`src/rtl/gpio_chg_pkg.sv`:
```
package gpio_chg_pkg;
  typedef enum logic [1:0] {
    SEL_DIR  = 2'd0,
    SEL_OUT  = 2'd1,
    SEL_MASK = 2'd2
  } reg_sel_e;
endpackage

```
`src/rtl/gpio_sync.sv`:
```
module gpio_sync #(
  parameter int WIDTH  = 8,
  parameter int STAGES = 2
) (
  input  logic             clk,
  input  logic             rst,
  input  logic [WIDTH-1:0] d,
  output logic [WIDTH-1:0] q
);
  logic [WIDTH-1:0] stg [STAGES];

  always_ff @(posedge clk) begin
    if (rst) stg[0] <= '0;
    else     stg[0] <= d;
  end

  for (genvar s = 1; s < STAGES; s++) begin : g_stage
    always_ff @(posedge clk) begin
      if (rst) stg[s] <= '0;
      else     stg[s] <= stg[s-1];
    end
  end

  assign q = stg[STAGES-1];
endmodule

```
`src/rtl/gpio_cfg_regs.sv`:
```
module gpio_cfg_regs
  import gpio_chg_pkg::*;
#(
  parameter int WIDTH = 8
) (
  input  logic             clk,
  input  logic             rst,
  input  logic             wr_en,
  input  logic [1:0]       wr_sel,
  input  logic [WIDTH-1:0] wr_data,
  output logic [WIDTH-1:0] dir_q,
  output logic [WIDTH-1:0] out_q,
  output logic [WIDTH-1:0] mask_q
);
  reg_sel_e sel;
  assign sel = reg_sel_e'(wr_sel);

  always_ff @(posedge clk) begin
    if (rst) begin
      dir_q  <= '1;
      out_q  <= '0;
      mask_q <= '1;
    end else if (wr_en) begin
      case (sel)
        SEL_DIR:  dir_q  <= wr_data;
        SEL_OUT:  out_q  <= wr_data;
        SEL_MASK: mask_q <= wr_data;
        default:  ;
      endcase
    end
  end
endmodule

```
`src/rtl/gpio_chg_detect.sv`:
```
module gpio_chg_detect #(
  parameter int WIDTH = 8
) (
  input  logic             clk,
  input  logic             rst,
  input  logic [WIDTH-1:0] pins_s,
  input  logic [WIDTH-1:0] dir_q,
  input  logic [WIDTH-1:0] mask_q,
  input  logic             snap,
  output logic [WIDTH-1:0] snap_q,
  output logic             int_n
);
  logic [WIDTH-1:0] ref_q, flag_q, en, diff, flag_nxt;

  assign en       = dir_q & ~mask_q;
  assign diff     = (pins_s ^ ref_q) & en;
  assign flag_nxt = (flag_q | diff) & en;

  always_ff @(posedge clk) begin
    if (rst) begin
      ref_q  <= '0;
      flag_q <= '0;
      snap_q <= '0;
      int_n  <= 1'b1;
    end else if (snap) begin
      snap_q <= pins_s;
      ref_q  <= pins_s;
      flag_q <= '0;
      int_n  <= 1'b1;
    end else begin
      flag_q <= flag_nxt;
      int_n  <= ~|flag_nxt;
      ref_q  <= (ref_q & en) | (pins_s & ~en);
    end
  end
endmodule

```
`src/rtl/gpio_chg_port.sv`:
```
module gpio_chg_port #(
  parameter int WIDTH       = 8,
  parameter int SYNC_STAGES = 2
) (
  input  logic             clk,
  input  logic             rst,
  input  logic             wr_en,
  input  logic [1:0]       wr_sel,
  input  logic [WIDTH-1:0] wr_data,
  input  logic             snap,
  input  logic [WIDTH-1:0] pad_in,
  output logic [WIDTH-1:0] pad_oe,
  output logic [WIDTH-1:0] pad_out,
  output logic [WIDTH-1:0] rd_data,
  output logic             int_n
);
  logic [WIDTH-1:0] dir_q, out_q, mask_q, pins_s;

  gpio_sync #(.WIDTH(WIDTH), .STAGES(SYNC_STAGES)) u_sync (
    .clk(clk), .rst(rst), .d(pad_in), .q(pins_s)
  );

  gpio_cfg_regs #(.WIDTH(WIDTH)) u_regs (
    .clk(clk), .rst(rst), .wr_en(wr_en), .wr_sel(wr_sel), .wr_data(wr_data),
    .dir_q(dir_q), .out_q(out_q), .mask_q(mask_q)
  );

  gpio_chg_detect #(.WIDTH(WIDTH)) u_det (
    .clk(clk), .rst(rst), .pins_s(pins_s), .dir_q(dir_q), .mask_q(mask_q),
    .snap(snap), .snap_q(rd_data), .int_n(int_n)
  );

  assign pad_oe  = ~dir_q;
  assign pad_out = out_q;
endmodule

```
`config.mk`:
```
export PLATFORM = sky130hd
export DESIGN_NAME = gpio_chg_port
export DESIGN_NICKNAME = d
export VERILOG_FILES = /design/src/rtl/gpio_chg_pkg.sv /design/src/rtl/gpio_sync.sv /design/src/rtl/gpio_cfg_regs.sv /design/src/rtl/gpio_chg_detect.sv /design/src/rtl/gpio_chg_port.sv
export SDC_FILE = /design/constraint.sdc
export NUM_CORES = 1
export LEC_CHECK = 0
export ABC_AREA = 1
export CAP_MARGIN = 10
export CORE_MARGIN = 2
export CORE_UTILIZATION = 50
export CTS_CLUSTER_DIAMETER = 120
export CTS_CLUSTER_SIZE = 16
export DETAILED_ROUTE_END_ITERATION = 8
export DONT_BUFFER_PORTS = 1
export PLACE_DENSITY_LB_ADDON = 0.12
export REMOVE_ABC_BUFFERS = 1
export SETUP_SLACK_MARGIN = 0.05
export SKIP_LAST_GASP = 1
export SLEW_MARGIN = 20
export SYNTH_ARGS = -nofsm -noshare
export SYNTH_HDL_FRONTEND = slang
export SYNTH_SLANG_ARGS = --single-unit
```
`constraint.sdc`:
```
create_clock -name clk -period 1.1 [get_ports clk]
set_input_delay 0.055 -clock clk [delete_from_list [all_inputs] [get_ports clk]]
set_output_delay 0.055 -clock clk [all_outputs]
set_load 0.05 [all_outputs]
```
== Word level (Yosys, flattened, before mapping) ==
Memory sizes are Yosys's and may differ from the RTL's.
Cells that the tools add are included.

* Reduce and logical (&&, ||, !) cells: 7
* Eq/ne operators: 2
* Bitwise logic cells: 13
* Mux-type cells: 6

{| class="wikitable"
|+ Operators by type and width
! operator !! count
|-
| AND 8 bit || 5
|-
| two-way mux 8 bit || 3
|-
| NOT 8 bit || 3
|-
| OR 8 bit || 2
|-
| OR reduction 8 bit || 1
|-
| bitwise XOR 8 bit || 1
|-
| AND reduction 2 bit || 3
|-
| two-way mux 1 bit || 3
|-
| equality test 2 x 1 -> 1 bit, second input constant || 1
|-
| equality test 2 bit, second input constant || 1
|-
| logical NOT 2 bit || 1
|-
| OR 1 bit || 2
|-
| OR reduction 2 bit || 1
|-
| logical NOT 1 bit || 1
|}

* Bits in writable memories: 16
* Logic and storage cells: 36
* Register bits: 49
* Bits of input ports: 22
* Memories kept: 1
* Output and inout bits: 25

{| class="wikitable"
|+ Memories
! name !! words !! bits a word !! rd ports !! clocked after Yosys merged registers in !! write ports !! RTL line !! source
|-
| u_sync.stg || 2 || 8 || 2 || 0 || 2 || gpio_sync.sv:10 || <nowiki>logic [WIDTH-1:0] stg [STAGES];</nowiki>
|}

== Depth between registers and ports, before layout ==
* Word-level depth: 7
* Gate-level depth with buffers: 8
* Gate-level depth less buffers: 8

== By module ==
From an unflattened synthesis, not the netlist that was laid out.

* Cell total of the unflattened synthesis: 336
* Area total of the unflattened synthesis: 2557.5 sq um

{| class="wikitable"
|+ By module, submodules not included
! module !! cells each !! sequential area each (sq um) !! instances !! area each (sq um)
|-
| gpio_chg_detect || 153 || 500.5 || 1 || 1124.8
|-
| gpio_cfg_regs || 125 || 480.5 || 1 || 928.4
|-
| gpio_sync || 50 || 320.3 || 1 || 474.2
|-
| gpio_chg_port || 8 || 0.0 || 1 || 30.0
|}

== Worst setup path before layout ==
No wires, ideal clock.

* Path type: reg2reg
* Start: register u_regs.dir_q[6]
* End: register u_det.int_n
* Path slack: 11 ps
* Buffers on the path: 0
* Library setup time: 58 ps
* Arrival time: 1031 ps
* Clock period less this slack: 1089 ps
* Cell stages (with the launch flop): 8
* Cells stage by stage: dfxtp_1 -> inv_1 -> nor2_1 -> nand2_1 -> nand2_1 -> nor2_1 -> nand2_1 -> nand2_1

* Cells in the longest elaborated chain, start to end: 6

{| class="wikitable"
|+ RTL lines
! item !! RTL line !! source
|-
| start: declaration || gpio_cfg_regs.sv:11 || <nowiki>output logic [WIDTH-1:0] dir_q,</nowiki>
|-
| start signal: assignment || gpio_cfg_regs.sv:25 || <nowiki>SEL_DIR: dir_q <= wr_data;</nowiki>
|-
| AND 8 bit * || gpio_chg_detect.sv:15 || <nowiki>assign en = dir_q & ~mask_q;</nowiki>
|-
| AND 8 bit || gpio_chg_detect.sv:16 || <nowiki>assign diff = (pins_s ^ ref_q) & en;</nowiki>
|-
| OR 8 bit || gpio_chg_detect.sv:17 || <nowiki>assign flag_nxt = (flag_q | diff) & en;</nowiki>
|-
| AND 8 bit * || gpio_chg_detect.sv:17 ||
|-
| OR reduction 8 bit * || gpio_chg_detect.sv:32 || <nowiki>int_n <= ~|flag_nxt;</nowiki>
|-
| logical NOT 1 bit * || gpio_chg_detect.sv:32 ||
|-
| end signal: assignment || gpio_chg_detect.sv:32 ||
|-
| end: declaration || gpio_chg_detect.sv:11 || <nowiki>output logic int_n</nowiki>
|}

Every way passes the cells marked *; elsewhere a longest branch is shown, timed or not.
A chain may end at the register's enable or synchronous reset.

==> run_results.csv <==
group,metric,value,unit
outcome,status,"complete, but fails checks",
outcome,failed_checks,"hold timing",
layout,final_util,65.2,%
sta,period_minus_slack,0.993,ns
run,drv_cap,0,
placement,io_buffers,0,
power_and_ir_drop,p_leak,1.39,nW
sta,slew_viol_final,0,
placement,gp_congestion,0.723,
floorplanning,start_util,51.1,%
setup_path,cp.required,1.33,ns
sta,fmax,1.01,GHz
yosys,syn_area,0.00237,mm2
yosys,synth.top_cell.area_share,55.0,%
clock_network,clock_path_buffers,2,
setup_path,worst_setup_path_end_kind,"flop",
floorplanning,io_pins,47,
drt,routed_wl,4720,um
setup_path,arrival,1.22,ns
clock_network,cts_sinks,65,
clock_network,path_clk_slew,0.07,ns
floorplanning,core_region_area,0.00463,mm2
global_route,grt_pass1_wl,8030,um
yosys,yosys_warnings,0,
sta,fin_tns_setup,0,ns
yosys,ys_seq_area_share,55.0,%
layout,antenna_cells,0,
yosys,synthArstFlopShare,0,%
yosys,yosysTopAreaCell,"dfxtp_1",
floorplanning,die-area,0.00530,mm2
clock_network,htreeDepth,3,
power_and_ir_drop,design_power_total,4.96,mW
layout,drive_above_1_share,15.4,%
drt,wire_per_inst,11.5,um
drt,remaining_drc_errors,0,
yosys,ys_top_cells_by_area,"dfxtp_1 (55%), nand2_1 (9.8%), nor2_1 (8.2%)",
floorplanning,die_h,72.8,um
global_route,antenna_found_initial,0,
layout,area_delta_synth_final,27.7,%
clock_network,cts_buffers,9,
power_and_ir_drop,powerDensity,1640,mW/mm2
drt,ant_nets,0,
yosys,yosysUniqueCellTypes,18,
layout,fin_nets,375,
sta,rsz0062_at_grt,"true",
setup_path,path_class,"reg2reg",
yosys,synthCells,302,
floorplanning,rows,25,
worst_hold_path,hold_path.class,"in2reg",
yosys,synth_edf_count,0,
placement,hpwl,2980,um
sta,relSlewSlack,72.1,%
setup_path,cpLargestDelayFamily,"buffers and inverters",
layout,instances_no_fill,411,
clock_network,clock_latency,0.34,ns
setup_path,slowest_stage,"dlygate4sd3_1",
setup_path,critPathBufInv,2,
worst_hold_path,hold_path_depth,1,
drt,viasPerCell,4.69,
yosys,synth_area_per_cell,7.83,um2
power_and_ir_drop,vdd_ir_drop_max,852,uV
floorplanning,die_w,72.8,um
sta,finalHoldViolCount,8,
sta,period_share,90.3,%
yosys,ys_ff_latch,65,
drt,first_pass_iters,4,
global_route,grt-ovfl-total,0,
global_route,grt_util_all_layers,20.1,%
setup_path,cp.depth,3,
yosys,yosysMostFrequentCell,"dfxtp_1",
placement,placed_cells,374,
yosys,synth_common_cells,"dfxtp_1 (65), nand2_1 (62), nor2_1 (52)",
sta,finalSetupViolCount,0,
sta,finClkSkew,0.00907,ns
setup_path,start_kind,"flop",
clock_network,tritoncts,"yes",
setup_path,reg2reg_depth,3,
setup_path,worstPathCellList,"inv_1 > nor2_1 > dlygate4sd3_1",
drt,num_vias,1927,
global_route,grt_max_degree,40,
setup_path,slowest_delay,0.53,ns
yosys,synth_ff_type,"dfxtp_1",
sta,worst-slew-pin-transition,0.418,ns
clock_network,clockRootBuffer,"clkbuf_8",
sta,whs,-0.196,ns
setup_path,crit_fanout,1,
drt,drtIter0Drc,89,
global_route,first_global_vias,1845,
[layout by cell type, fill, tap and decap left out, types with 4 or more instances in the layout]
master and count:
o211ai_1 8, clkbuf_8 9, nor2_2 4, dfxtp_1 62, a21oi_1 15, nand3b_1 7
nand3_1 9, o21ai_0 21, nand2_1 62, buf_4 25, nor2_1 48, dlygate4sd3_1 21
inv_1 43
[worst paths after layout]
check | end | from | slack (ns)
worst max register to register | u_sync.stg[1][1]$_SDFF_PP0_ | u_sync.stg[0][1]$_SDFF_PP0_ | 0.11
worst min-delay path | u_det.snap_q[3]$_SDFFE_PP0P_ | snap | -0.20
worst min register to register | u_sync.stg[1][4]$_SDFF_PP0_ | u_sync.stg[0][4]$_SDFF_PP0_ | 0.40
worst max-delay path | u_sync.stg[1][1]$_SDFF_PP0_ | u_sync.stg[0][1]$_SDFF_PP0_ | 0.11
[worst reg2reg max path: stages, from the launching register on]
cell	delay (ns)
dfxtp_1	0.29
inv_1	0.04
nor2_1	0.03
dlygate4sd3_1	0.53
[area by class of cell]
type | instances | area (um2)
clock buffer | 11 | 131
sequential | 65 | 1310
clock inverter | 4 | 45.0
fill | 408 | 1610
inverter | 48 | 186
timing repair buffer | 49 | 442
tap | 54 | 67.6
multi-input combinational | 180 | 843
[report_power, final]
group | switching [mW] | internal (mW) | leakage (nW) | total [mW]
combinational | 0.379 | 0.216 | 0.765 | 0.595
clock | 0.836 | 1.02 | 0.0929 | 1.86
sequential | 0.0501 | 2.46 | 0.533 | 2.51
[stage by stage]
step           hold WS (ns)  setup slack, ns  area, um2
3_3_place_gp          0.128            0.146       2600
2_1_floorplan         0.126           0.0113       2320
4_1_cts              -0.205           0.0764       3010
6_report             -0.196            0.107       3020
5_1_grt              -0.220           0.0426       3020
3_5_place_dp          0.130            0.135       2600
[metal layers]
layer | track usage [%] | vias to the layer above | share of wire [%]
met5 | 0 | - | 0
met4 | 11.1 | 0 | 2.3
met3 | 7.46 | 10 | 5.7
met2 | 31.4 | 46 | 44
met1 | 24.0 | 836 | 48
li1 | - | 1035 | -
[timing repair]
item,CTS,global route
pin swaps,0,1
endpoints found under the setup margin,1,25
gates resized for setup,1,12
endpoints found under the hold margin,49,12
hold buffers,23,2
buffers inserted,0,0
[cell families (layout without fill, tap and decap cells)]
family,Yosys count,after routing,share of synthesized area (%)
compound gates,47,47,10.9
buf+inv,57,112,9.78
flops,65,65,55.0
simple gates,133,133,24.3
No activity file was read; power rests on OpenSTA's default activity.
